<file path="src/rtl/trapret_pkg.sv">
package trapret_pkg;
  localparam int SW = 64;

  localparam logic [1:0] PRIV_U = 2'd0;
  localparam logic [1:0] PRIV_S = 2'd1;
  localparam logic [1:0] PRIV_M = 2'd3;

  // machine status bit positions (decoded by neighbouring logic)
  localparam int B_SIE  = 1;
  localparam int B_MIE  = 3;
  localparam int B_SPIE = 5;
  localparam int B_MPIE = 7;
  localparam int B_SPP  = 8;
  localparam int B_MPP  = 11;
  localparam int B_MPRV = 17;
  localparam int B_TSR  = 22;
  localparam int B_MPV  = 39;
  // hypervisor status bit positions
  localparam int B_SPV  = 7;
  localparam int B_VTSR = 22;

  localparam logic [4:0] EXC_MISALIGN  = 5'd0;
  localparam logic [4:0] EXC_FETCH_ACC = 5'd1;
  localparam logic [4:0] EXC_ILLEGAL   = 5'd2;
  localparam logic [4:0] EXC_VIRT      = 5'd22;

  typedef struct packed {
    logic          exc;
    logic [4:0]    code;
    logic [SW-1:0] mstatus;
    logic [SW-1:0] hstatus;
    logic [1:0]    priv;
    logic          virt;
    logic          swap;
  } tr_result_t;
endpackage

</file>
<file path="src/rtl/trapret_sret.sv">
module trapret_sret
  import trapret_pkg::*;
(
  input  logic [1:0]    priv,
  input  logic          virt,
  input  logic [SW-1:0] mstatus,
  input  logic [SW-1:0] hstatus,
  input  logic [1:0]    epc_lo,
  input  logic          c_en,
  input  logic          h_en,
  input  logic          v112,
  output tr_result_t    res
);
  logic bad_priv, misal, tsr_trap, vtsr_trap;
  logic [SW-1:0] ms_new, hs_new;
  logic virt_new, swap_new;

  assign bad_priv  = (priv == PRIV_U);
  assign misal     = !c_en && (epc_lo != 2'b00);
  assign tsr_trap  = mstatus[B_TSR] && (priv != PRIV_M);
  assign vtsr_trap = h_en && virt && hstatus[B_VTSR];

  always_comb begin
    ms_new          = mstatus;
    ms_new[B_SIE]   = mstatus[B_SPIE];
    ms_new[B_SPIE]  = 1'b1;
    ms_new[B_SPP]   = 1'b0;
    if (v112) ms_new[B_MPRV] = 1'b0;

    hs_new   = hstatus;
    virt_new = virt;
    swap_new = 1'b0;
    if (h_en && !virt) begin
      hs_new[B_SPV] = 1'b0;
      virt_new      = hstatus[B_SPV];
      swap_new      = hstatus[B_SPV];
    end
  end

  always_comb begin
    res.exc  = 1'b1;
    res.code = EXC_ILLEGAL;
    if (bad_priv)       res.code = EXC_ILLEGAL;
    else if (misal)     res.code = EXC_MISALIGN;
    else if (tsr_trap)  res.code = EXC_ILLEGAL;
    else if (vtsr_trap) res.code = EXC_VIRT;
    else                res.exc  = 1'b0;

    if (res.exc) begin
      res.mstatus = mstatus;
      res.hstatus = hstatus;
      res.priv    = priv;
      res.virt    = virt;
      res.swap    = 1'b0;
    end else begin
      res.mstatus = ms_new;
      res.hstatus = hs_new;
      res.priv    = mstatus[B_SPP] ? PRIV_S : PRIV_U;
      res.virt    = virt_new;
      res.swap    = swap_new;
    end
  end
endmodule

</file>
<file path="src/rtl/trapret_mret.sv">
module trapret_mret
  import trapret_pkg::*;
#(
  parameter int RULE_W = 7
) (
  input  logic [1:0]        priv,
  input  logic              virt,
  input  logic [SW-1:0]     mstatus,
  input  logic [SW-1:0]     hstatus,
  input  logic [1:0]        epc_lo,
  input  logic              c_en,
  input  logic              h_en,
  input  logic              v112,
  input  logic              pmp_en,
  input  logic [RULE_W-1:0] rules,
  output tr_result_t        res
);
  logic [1:0] prev_priv;
  logic prev_virt, bad_priv, misal, no_rules;
  logic [SW-1:0] ms_new;

  assign prev_priv = mstatus[B_MPP+1:B_MPP];
  assign prev_virt = mstatus[B_MPV];
  assign bad_priv  = (priv != PRIV_M);
  assign misal     = !c_en && (epc_lo != 2'b00);
  assign no_rules  = pmp_en && (rules == '0) && (prev_priv != PRIV_M);

  always_comb begin
    ms_new                   = mstatus;
    ms_new[B_MIE]            = mstatus[B_MPIE];
    ms_new[B_MPIE]           = 1'b1;
    ms_new[B_MPP+1:B_MPP]    = PRIV_U;
    ms_new[B_MPV]            = 1'b0;
    if (v112 && (prev_priv != PRIV_M)) ms_new[B_MPRV] = 1'b0;
  end

  always_comb begin
    res.exc  = 1'b1;
    res.code = EXC_ILLEGAL;
    if (bad_priv)      res.code = EXC_ILLEGAL;
    else if (misal)    res.code = EXC_MISALIGN;
    else if (no_rules) res.code = EXC_FETCH_ACC;
    else               res.exc  = 1'b0;

    res.hstatus = hstatus;
    if (res.exc) begin
      res.mstatus = mstatus;
      res.priv    = priv;
      res.virt    = virt;
      res.swap    = 1'b0;
    end else begin
      res.mstatus = ms_new;
      res.priv    = prev_priv;
      res.virt    = h_en ? prev_virt : virt;
      res.swap    = h_en && prev_virt;
    end
  end
endmodule

</file>
<file path="src/rtl/trapret_unit.sv">
module trapret_unit
  import trapret_pkg::*;
#(
  parameter int XLEN   = 64,
  parameter int RULE_W = 7
) (
  input  logic              clk,
  input  logic              rst_n,
  input  logic              req_valid,
  output logic              req_ready,
  input  logic              req_is_mret,
  input  logic [1:0]        cur_priv,
  input  logic              cur_virt,
  input  logic [63:0]       mstatus_in,
  input  logic [63:0]       hstatus_in,
  input  logic [XLEN-1:0]   sepc_in,
  input  logic [XLEN-1:0]   mepc_in,
  input  logic              c_enabled,
  input  logic              h_present,
  input  logic              spec_v112,
  input  logic              pmp_present,
  input  logic [RULE_W-1:0] pmp_rule_count,
  output logic              rsp_valid,
  input  logic              rsp_ready,
  output logic              rsp_exc,
  output logic [4:0]        rsp_code,
  output logic [63:0]       rsp_mstatus,
  output logic [63:0]       rsp_hstatus,
  output logic [1:0]        rsp_priv,
  output logic              rsp_virt,
  output logic [XLEN-1:0]   rsp_pc,
  output logic              rsp_swap
);
  tr_result_t s_res, m_res, sel_res, res_q;
  logic [XLEN-1:0] pc_q;
  logic valid_q, mret_q, accept;

  trapret_sret u_sret (
    .priv(cur_priv), .virt(cur_virt), .mstatus(mstatus_in), .hstatus(hstatus_in),
    .epc_lo(sepc_in[1:0]), .c_en(c_enabled), .h_en(h_present), .v112(spec_v112),
    .res(s_res)
  );

  trapret_mret #(.RULE_W(RULE_W)) u_mret (
    .priv(cur_priv), .virt(cur_virt), .mstatus(mstatus_in), .hstatus(hstatus_in),
    .epc_lo(mepc_in[1:0]), .c_en(c_enabled), .h_en(h_present), .v112(spec_v112),
    .pmp_en(pmp_present), .rules(pmp_rule_count), .res(m_res)
  );

  assign sel_res   = req_is_mret ? m_res : s_res;
  assign req_ready = !valid_q || rsp_ready;
  assign accept    = req_valid && req_ready;

  always_ff @(posedge clk or negedge rst_n) begin
    if (!rst_n) begin
      valid_q <= 1'b0;
      mret_q  <= 1'b0;
      res_q   <= '0;
      pc_q    <= '0;
    end else if (accept) begin
      valid_q <= 1'b1;
      mret_q  <= req_is_mret;
      res_q   <= sel_res;
      pc_q    <= req_is_mret ? mepc_in : sepc_in;
    end else if (rsp_ready) begin
      valid_q <= 1'b0;
    end
  end

  assign rsp_valid   = valid_q;
  assign rsp_exc     = res_q.exc;
  assign rsp_code    = res_q.code;
  assign rsp_mstatus = res_q.mstatus;
  assign rsp_hstatus = res_q.hstatus;
  assign rsp_priv    = res_q.priv;
  assign rsp_virt    = res_q.virt;
  assign rsp_pc      = pc_q;
  assign rsp_swap    = res_q.swap;


  accept_to_valid_chk: assert property (@(posedge clk) disable iff (!rst_n)
    (req_valid && req_ready) |=> rsp_valid);


  stall_hold_chk: assert property (@(posedge clk) disable iff (!rst_n)
    (rsp_valid && !rsp_ready) |=> (rsp_valid && $stable(rsp_mstatus) && $stable(rsp_code)
      && $stable(rsp_exc) && $stable(rsp_priv) && $stable(rsp_pc) && $stable(rsp_swap)));


  exc_no_swap_chk: assert property (@(posedge clk) disable iff (!rst_n)
    (rsp_valid && rsp_exc) |-> !rsp_swap);


  exc_code_legal_chk: assert property (@(posedge clk) disable iff (!rst_n)
    (rsp_valid && rsp_exc) |-> (rsp_code == EXC_MISALIGN || rsp_code == EXC_FETCH_ACC
      || rsp_code == EXC_ILLEGAL || rsp_code == EXC_VIRT));


  sret_spp_clear_chk: assert property (@(posedge clk) disable iff (!rst_n)
    (rsp_valid && !rsp_exc && !mret_q) |-> (!rsp_mstatus[B_SPP] && rsp_mstatus[B_SPIE]));


  mret_mpp_clear_chk: assert property (@(posedge clk) disable iff (!rst_n)
    (rsp_valid && !rsp_exc && mret_q) |-> (rsp_mstatus[B_MPP+1:B_MPP] == PRIV_U
      && !rsp_mstatus[B_MPV] && rsp_mstatus[B_MPIE]));
endmodule

</file>
<file path="config.mk">
export PLATFORM = sky130hd
export DESIGN_NAME = trapret_unit
export DESIGN_NICKNAME = d
export VERILOG_FILES = /design/src/rtl/trapret_pkg.sv /design/src/rtl/trapret_sret.sv /design/src/rtl/trapret_mret.sv /design/src/rtl/trapret_unit.sv
export SDC_FILE = /design/constraint.sdc
export NUM_CORES = 1
export LEC_CHECK = 0
export BUFFER_PORTS_ARGS = -buffer_cell sky130_fd_sc_hd__buf_4
export CORE_MARGIN = 3
export CORE_UTILIZATION = 30
export CTS_BUF_LIST = sky130_fd_sc_hd__clkbuf_4
export DETAILED_ROUTE_END_ITERATION = 10
export PLACE_DENSITY_LB_ADDON = 0.12
export SETUP_SLACK_MARGIN = 0.2
export SLEW_MARGIN = 20
export SYNTH_ARGS = -nofsm -noshare
export SYNTH_HDL_FRONTEND = slang
export SYNTH_HIERARCHICAL = 1
export SYNTH_SLANG_ARGS = --single-unit
</file>
<file path="constraint.sdc">
create_clock -name clk -period 3.4 [get_ports clk]
set_input_delay 0.68 -clock clk [delete_from_list [all_inputs] [get_ports clk]]
set_output_delay 0.68 -clock clk [all_outputs]
set_load 0.02 [all_outputs]
</file>
==> flow_metrics.env, run 1 <==
export IMPL_grt_first_pass_wirelength_mm=60.9
export IMPL_leakage_nw=7.27
export IMPL_ys_warn_count=6
export IMPL_post_route_period_util=0.675
export IMPL_fp_dieH_um=217
export IMPL_cts_resized=0
export IMPL_grt_max_degree=204
export IMPL_critical_path_buf_inv_count=1
export IMPL_wire_per_inst_um=19.8
export IMPL_p_sw_mw=2.72
export IMPL_async_flop_share=1.00
export IMPL_status="complete, no violations"
export IMPL_pwr_share_seq=0.384
export IMPL_fp_row_count=76
export IMPL_mappedNetlistArea_mm2=0.0133
export IMPL_drv_slew=0
export IMPL_seq_area_frac_synth=0.382
export IMPL_cts_buffers=61
export IMPL_dp_hpwl_mm=28.2
export IMPL_powerDensity_mw_per_mm2=481
export IMPL_syn_avg_cell_area_um2=11.1
export IMPL_synth_area_leader_cell="dfrtp_1"
export IMPL_area_growth_pct=21.3
export IMPL_worst_ep_arrival_time_ns=1.61
export IMPL_drt_iter0_markers=302
export IMPL_hold_viol_final=0
export IMPL_antenna_left=0
export IMPL_drive_gt1_frac=0.508
export IMPL_grt_pass1_vias=9718
export IMPL_seqCellArea_mm2=0.00508
export IMPL_die_w_um=217
export IMPL_cp_cell_sequence="nand2b_4, buf_4"
export IMPL_max_clock_path_buffers=3
export IMPL_path_class="reg -> out"
export IMPL_p_int_mw=5.04
export IMPL_clock_latency_ns=0.77
export IMPL_share_comb_of_total_power=0.334
export IMPL_start_util=0.306
export IMPL_ys_ff_latch=203
export IMPL_hold_buffers=1
export IMPL_grt_ovfl_total=0
export IMPL_vdd_ir_drop_max_mv=0.188
export IMPL_vias=9228
export IMPL_io_buffers=478
export IMPL_multi_input_area_mm2=0.00569
export IMPL_synth_edff_count=0
export IMPL_rsz0062_at_grt="false"
export IMPL_setup_viol_count_final=0
export IMPL_timing_slew_headroom=0.175
export IMPL_post_cts_repair_setup_buffers=0
export IMPL_hold_class="in -> reg"
export IMPL_synth_top_cell_area_share=0.382
export IMPL_critPathLaunchType="register"
export IMPL_cap_viol_max_count=0
export IMPL_core_area_mm2=0.0435
export IMPL_grt_antenna_before_repair=4
export IMPL_synth_area_leaders="dfrtp_1 (38%), mux2i_1 (15%), buf_4 (14%)"
export IMPL_die_area_mm2=0.0469
export IMPL_p_sw_frac=0.350
export IMPL_ios=479
export IMPL_gp_congestion=0.749
export IMPL_viasPerCell=4.53
export IMPL_clk_pin_slew_worst_paths_ns=0.06
export IMPL_crit_path_end_kind="output port"
export IMPL_synth_cells=1203
export IMPL_finClkSkew_ns=0.0453
export IMPL_critPathMaxStageDelay_ns=0.42
export IMPL_dr_pass1_iters=4
export IMPL_yosysUniqueCellTypes=38
export IMPL_drt_wl_total_mm=40.4
export IMPL_clkPwrFrac=0.283
export IMPL_clockRootBuffer="clkbuf_4"
export IMPL_slowest_stage="dfrtp_1"
export IMPL_cp_required_ns=2.72
export IMPL_cts_max_level=2
export IMPL_cpLargestDelayFamily="flip-flops"
export IMPL_path_max_fanout=15
export IMPL_clock_sinks=203
export IMPL_fillers=4422
export IMPL_cts_tree="done"
export IMPL_finalSetupTns_ns=0
export IMPL_drc_errors=0
export IMPL_final_nets=1704
export IMPL_whs_ns=0.214
export IMPL_period_minus_slack_ns=2.29
export IMPL_grtUsageTotal=0.167
export IMPL_fmax_mhz=436
export IMPL_synth_main_ff_cell="dfrtp_1"
export IMPL_tightest_slew_ns=1.24
==> cells in the mapped netlist (all sizes together), types with 2 or more instances <==
| cell | instances |
|---|---|
| o21a | 3 |
| nand2 | 7 |
| a21oi | 405 |
| dfrtp | 203 |
| o21bai | 4 |
| conb | 2 |
| nand3 | 7 |
| inv | 4 |
| nand2b | 4 |
| clkbuf | 40 |
| nor2 | 3 |
| mux2i | 202 |
| buf | 303 |
| mux2 | 3 |
| and2 | 5 |
==> logic make-up after synthesis <==
kind of cell | Yosys count | synth area share
multiplexers | 205 | 0.155
AO/OA/AOI/OAI | 415 | 0.255
flip-flops | 203 | 0.382
other | 2 | 0.000564
AND/OR/NAND/NOR | 30 | 0.0155
buffers and inverters | 347 | 0.191
adder cells (fa/ha/maj) | 1 | 0.000846
==> flip-flops by register name, indices dropped and copies added, names as in the netlist <==
name / count
rsp_hstatus: 64
rsp_mstatus: 64
rsp_pc: 64
rsp_code: 5
rsp_priv: 2
rsp_exc: 1
rsp_swap: 1
rsp_valid: 1
rsp_virt: 1
==> final timing paths <==
check / from / endpoint / slack (ns) / depth (start not counted)
worst max-delay path: rsp_valid / req_ready / 1.11 / 2
worst min-delay path: sepc_in[4] / rsp_pc[4] / 0.21 / 3
worst max register to register: rsp_valid / rsp_mstatus[36] / 1.41 / 4
worst min register to register: rsp_mstatus[2] / rsp_mstatus[2] / 0.51 / 2
max in group asynchronous: rst_n / rsp_pc[8] / 2.16 / 3
min in group asynchronous: rst_n / rsp_hstatus[23] / 0.46 / 2
==> cell type report <==
type / count / share of cell area
timing repair buffer: 503 / 0.246
antenna: 3 / 0.000465
multi-input combinational: 656 / 0.353
clock inverter: 6 / 0.00465
inverter: 4 / 0.000930
tap: 585 / 0.0453
clock buffer: 76 / 0.0353
sequential: 203 / 0.315
==> power by group through the flow <==
stage	Clock [mW]	Combinational (mW)	Sequential [mW]
2_1_floorplan	0	1.22	3.44
3_3_place_gp	0	2.63	3.01
3_5_place_dp	0	2.65	3.01
4_1_cts	2.34	2.65	2.98
5_1_grt	2.46	2.79	3.03
6_report	2.19	2.59	2.98
==> routing by layer <==
metal	routed length, um	track usage
met5	27	0
met4	709	0.0420
met2	19100	0.272
met3	4140	0.0705
met1	16300	0.204
==> worst reg2reg max path: stages, from the launching register on <==
cell      delay [ns]
dfrtp_1         0.42
nand2b_4        0.22
and2_4          0.56
buf_4           0.48
a21oi_1         0.14
==> layout by cell type, fill, tap and decap left out, drive strengths merged <==
cell and n:
buf 502, a21oi 405, dfrtp 203, mux2i 202
clkbuf 76, nand2 7, nand3 7, conb 5
inv 5, and2 5, nand2b 4, o21bai 4
diode 3, clkinv 3, nor2 3, o21a 3
mux2 3, bufinv 2, dlygate4sd3 1, nor4b 1
nor4 1, and3 1, o31a 1, o2bb2ai 1
a41oi 1, maj3 1, nor3 1
==> through the flow <==
step / area, um^2 / setup WS, ns / total power, mW / util / instances
after global routing: 16100 / 0.922 / 8.27 / 0.372 / 2036
after CTS: 16100 / 0.962 / 7.97 / 0.371 / 2033
final: 16100 / 1.11 / 7.76 / 0.372 / 2036
after global placement: 15500 / 1.09 / 5.64 / 0.356 / 1950
after floorplan: 13300 / 1.45 / 4.66 / - / 1206
after detailed placement: 15500 / 1.04 / 5.66 / 0.356 / 1950
Power figures use the tool's default switching activity.
==> inputs of run 2 (changes only) <==
--- a/config.mk
+++ b/config.mk
@@ -5,6 +5,7 @@
 export SDC_FILE = /design/constraint.sdc
 export NUM_CORES = 1
 export LEC_CHECK = 0
+export ABC_AREA = 1
 export BUFFER_PORTS_ARGS = -buffer_cell sky130_fd_sc_hd__buf_4
 export CORE_MARGIN = 3
 export CORE_UTILIZATION = 30
==> constraint.sdc (replaced) <==
create_clock -name clk -period 2.25 [get_ports clk]
set_input_delay 0.45 -clock clk [delete_from_list [all_inputs] [get_ports clk]]
set_output_delay 0.45 -clock clk [all_outputs]
set_load 0.02 [all_outputs]
==> flow_metrics.env, run 2 <==
export IMPL_status="complete, no violations"
export IMPL_share_comb_of_total_power=0.335
export IMPL_io_buffers=478
export IMPL_drt_wl_total_mm=44.0
export IMPL_finClkSkew_ns=0.0351
export IMPL_yosysUniqueCellTypes=22
export IMPL_critPathLaunchType="register"
export IMPL_synth_cells=1858
export IMPL_seq_area_frac_synth=0.405
export IMPL_power_total_mw=11.4
export IMPL_synth_area_leaders="dfrtp_1 (41%), nand2_1 (37%), buf_4 (17%)"
export IMPL_drive_gt1_frac=0.255
export IMPL_grt_first_pass_wirelength_mm=68.4
export IMPL_gp_congestion=0.757
export IMPL_grt_pass1_vias=12500
export IMPL_hold_depth=5
export IMPL_clock_latency_ns=0.75
export IMPL_max_clock_path_buffers=3
export IMPL_rr_startpoint="rsp_valid"
export IMPL_grtUsageTotal=0.193
export IMPL_layout_common_cells="nand2_1 (1,242), buf_4 (486), dlygate4sd3_1 (251)"
export IMPL_critPathLaunch="rsp_valid"
export IMPL_post_route_period_util=0.837
export IMPL_rr_worst_depth=5
export IMPL_path_max_fanout=3
export IMPL_cts_buffers=60
export IMPL_clkPwrFrac=0.273
export IMPL_die_w_um=210
export IMPL_grt_antenna_before_repair=4
export IMPL_cap_viol_max_count=0
export IMPL_syn_avg_cell_area_um2=6.75
export IMPL_clockRootBuffer="clkbuf_4"
export IMPL_synth_common_cells="nand2_1 (1,244), buf_4 (279), dfrtp_1 (203), buf_2 (53), inv_1 (19)"
export IMPL_dp_hpwl_mm=30.2
export IMPL_antenna_left=0
export IMPL_rsz0062_at_grt="false"
export IMPL_drc_errors=0
export IMPL_cts_max_level=2
export IMPL_fmax_mhz=531
export IMPL_path_class="reg -> out"
export IMPL_cp_required_ns=1.80
export IMPL_start_util=0.306
export IMPL_layout_setup_ws_ns=0.368
export IMPL_tightest_slew_ns=0.771
export IMPL_fp_dieH_um=210
export IMPL_seqCellArea_mm2=0.00508
export IMPL_synth_area_leader_cell="dfrtp_1"
export IMPL_p_sw_frac=0.347
export IMPL_fp_row_count=74
export IMPL_pre_cts_ws_ns=0.378
export IMPL_crit_path_end_kind="output port"
export IMPL_ys_ff_latch=203
export IMPL_vdd_ir_drop_max_mv=0.302
export IMPL_mappedNetlistArea_mm2=0.0125
export IMPL_drv_slew=0
export IMPL_worst_ep_arrival_time_ns=1.43
export IMPL_pwr_share_seq=0.392
export IMPL_viasPerCell=4.26
export IMPL_yosysMostFrequentCell="nand2_1"
export IMPL_die_area_mm2=0.0443
export IMPL_rr_endpoint="rsp_pc[21]"
export IMPL_async_flop_share=1.00
export IMPL_area_growth_pct=43.4
export IMPL_ios=479
export IMPL_leakage_nw=10.4
export IMPL_powerDensity_mw_per_mm2=634
export IMPL_synth_main_ff_cell="dfrtp_1"
export IMPL_clk_pin_slew_worst_paths_ns=0.06
export IMPL_multi_input_area_mm2=0.00500
export IMPL_timing_slew_headroom=0.486
export IMPL_core_area_mm2=0.0410
export IMPL_fillers=4200
export IMPL_setup_viol_count_final=0
export IMPL_clock_sinks=203
export IMPL_hold_class="in -> reg"
export IMPL_wire_per_inst_um=15.2
export IMPL_final_nets=2613
export IMPL_synth_edff_count=0
export IMPL_dp_cells=2557
export IMPL_whs_ns=0.0976
export IMPL_ys_warn_count=6
export IMPL_synth_top_cell_area_share=0.405
export IMPL_dr_pass1_iters=5
export IMPL_final_cells=2896
export IMPL_hold_viol_final=0
export IMPL_ff2ff_setup_slack_ns=0.78
export IMPL_post_cts_repair_setup_buffers=0
export IMPL_mostFrequentLayoutCell="nand2_1"
export IMPL_cts_tree="done"
export IMPL_grt_max_degree=135
export IMPL_period_minus_slack_ns=1.88
export IMPL_vias=12300
export IMPL_worstHoldStart="sepc_in[59]"
export IMPL_finalSetupTns_ns=0
export IMPL_drt_iter0_markers=626
export IMPL_grt_ovfl_total=0
export IMPL_holdPathEnd="rsp_pc[59]"
export IMPL_p_sw_mw=3.95
export IMPL_p_int_mw=7.45
-- run 2: cell count changes after synthesis, sizes merged, moves of 3 or more --
| cell | previous run | this run |
|---|---|---|
| nand2 | 7 | 1249 |
| a21oi | 405 | 1 |
| mux2i | 202 | 0 |
| clkbuf | 40 | 8 |
| buf | 303 | 332 |
| nor2 | 3 | 22 |
| inv | 4 | 21 |
| and2 | 5 | 0 |
| nand3 | 7 | 12 |
| nand2b | 4 | 0 |
| mux2 | 3 | 0 |
| o21a | 3 | 0 |
-- run 2: worst max path at each step --
| stage | end | slack (ns) | cells past startpoint |
|---|---|---|---|
| floorplan | rsp_hstatus[0] | 0.89 | 6 |
| global placement | rsp_priv[0] | 0.40 | 11 |
| detailed placement | rsp_priv[1] | 0.38 | 11 |
| CTS | req_ready | 0.25 | 2 |
| global route | req_ready | 0.26 | 2 |
| finish | req_ready | 0.37 | 2 |
-- run 2: power by group through the flow --
stage                     logic, mW  registers (mW)  clock network, mW
final                          3.82            4.47               3.11
after global placement         3.45            4.51                  0
after CTS                      3.87            4.47               3.30
after global routing           4.16            4.53               3.49
after detailed placement       3.46            4.52                  0
after floorplan                1.31            5.14                  0
-- run 2: stage by stage --
stage	util	cell area (um^2)
4_1_cts	0.438	18000
3_3_place_gp	0.362	14800
2_1_floorplan	-	12500
3_5_place_dp	0.362	14800
6_report	0.438	18000
5_1_grt	0.438	18000
-- run 2: cell families (layout without fill, tap and decap cells) --
family	Yosys count	after routing	synth area share
AO/OA/AOI/OAI	7	7	0.00479
buffers and inverters	362	862	0.198
flip-flops	203	203	0.405
other	2	8	0.000599
AND/OR/NAND/NOR	1284	1284	0.392
-- run 2: cell type report --
type / instances / area share
antenna: 3 / 0.000418
timing repair buffer: 755 / 0.362
inverter: 22 / 0.00515
tap: 532 / 0.0370
multi-input combinational: 1296 / 0.279
clock buffer: 78 / 0.0326
sequential: 203 / 0.283
clock inverter: 7 / 0.00146
-- run 2: per-layer routing --
| layer | track usage | wire length, um |
|---|---|---|
| met1 | 0.232 | 18400 |
| met2 | 0.332 | 21100 |
| met3 | 0.0560 | 3430 |
| met4 | 0.0644 | 1070 |
| met5 | 0 | 13 |
-- run 2: worst max-delay path, cell delays in order, from the launching register on --
cell,delay [ns]
dfrtp_1,0.43
nand2_2,0.13
buf_4,0.15
-- run 2: timing repair --
item,4_1_cts,5_1_grt
resized for setup,1,0
hold endpoints to repair,261,0
hold buffers,251,0
endpoints found under the setup margin,1,0
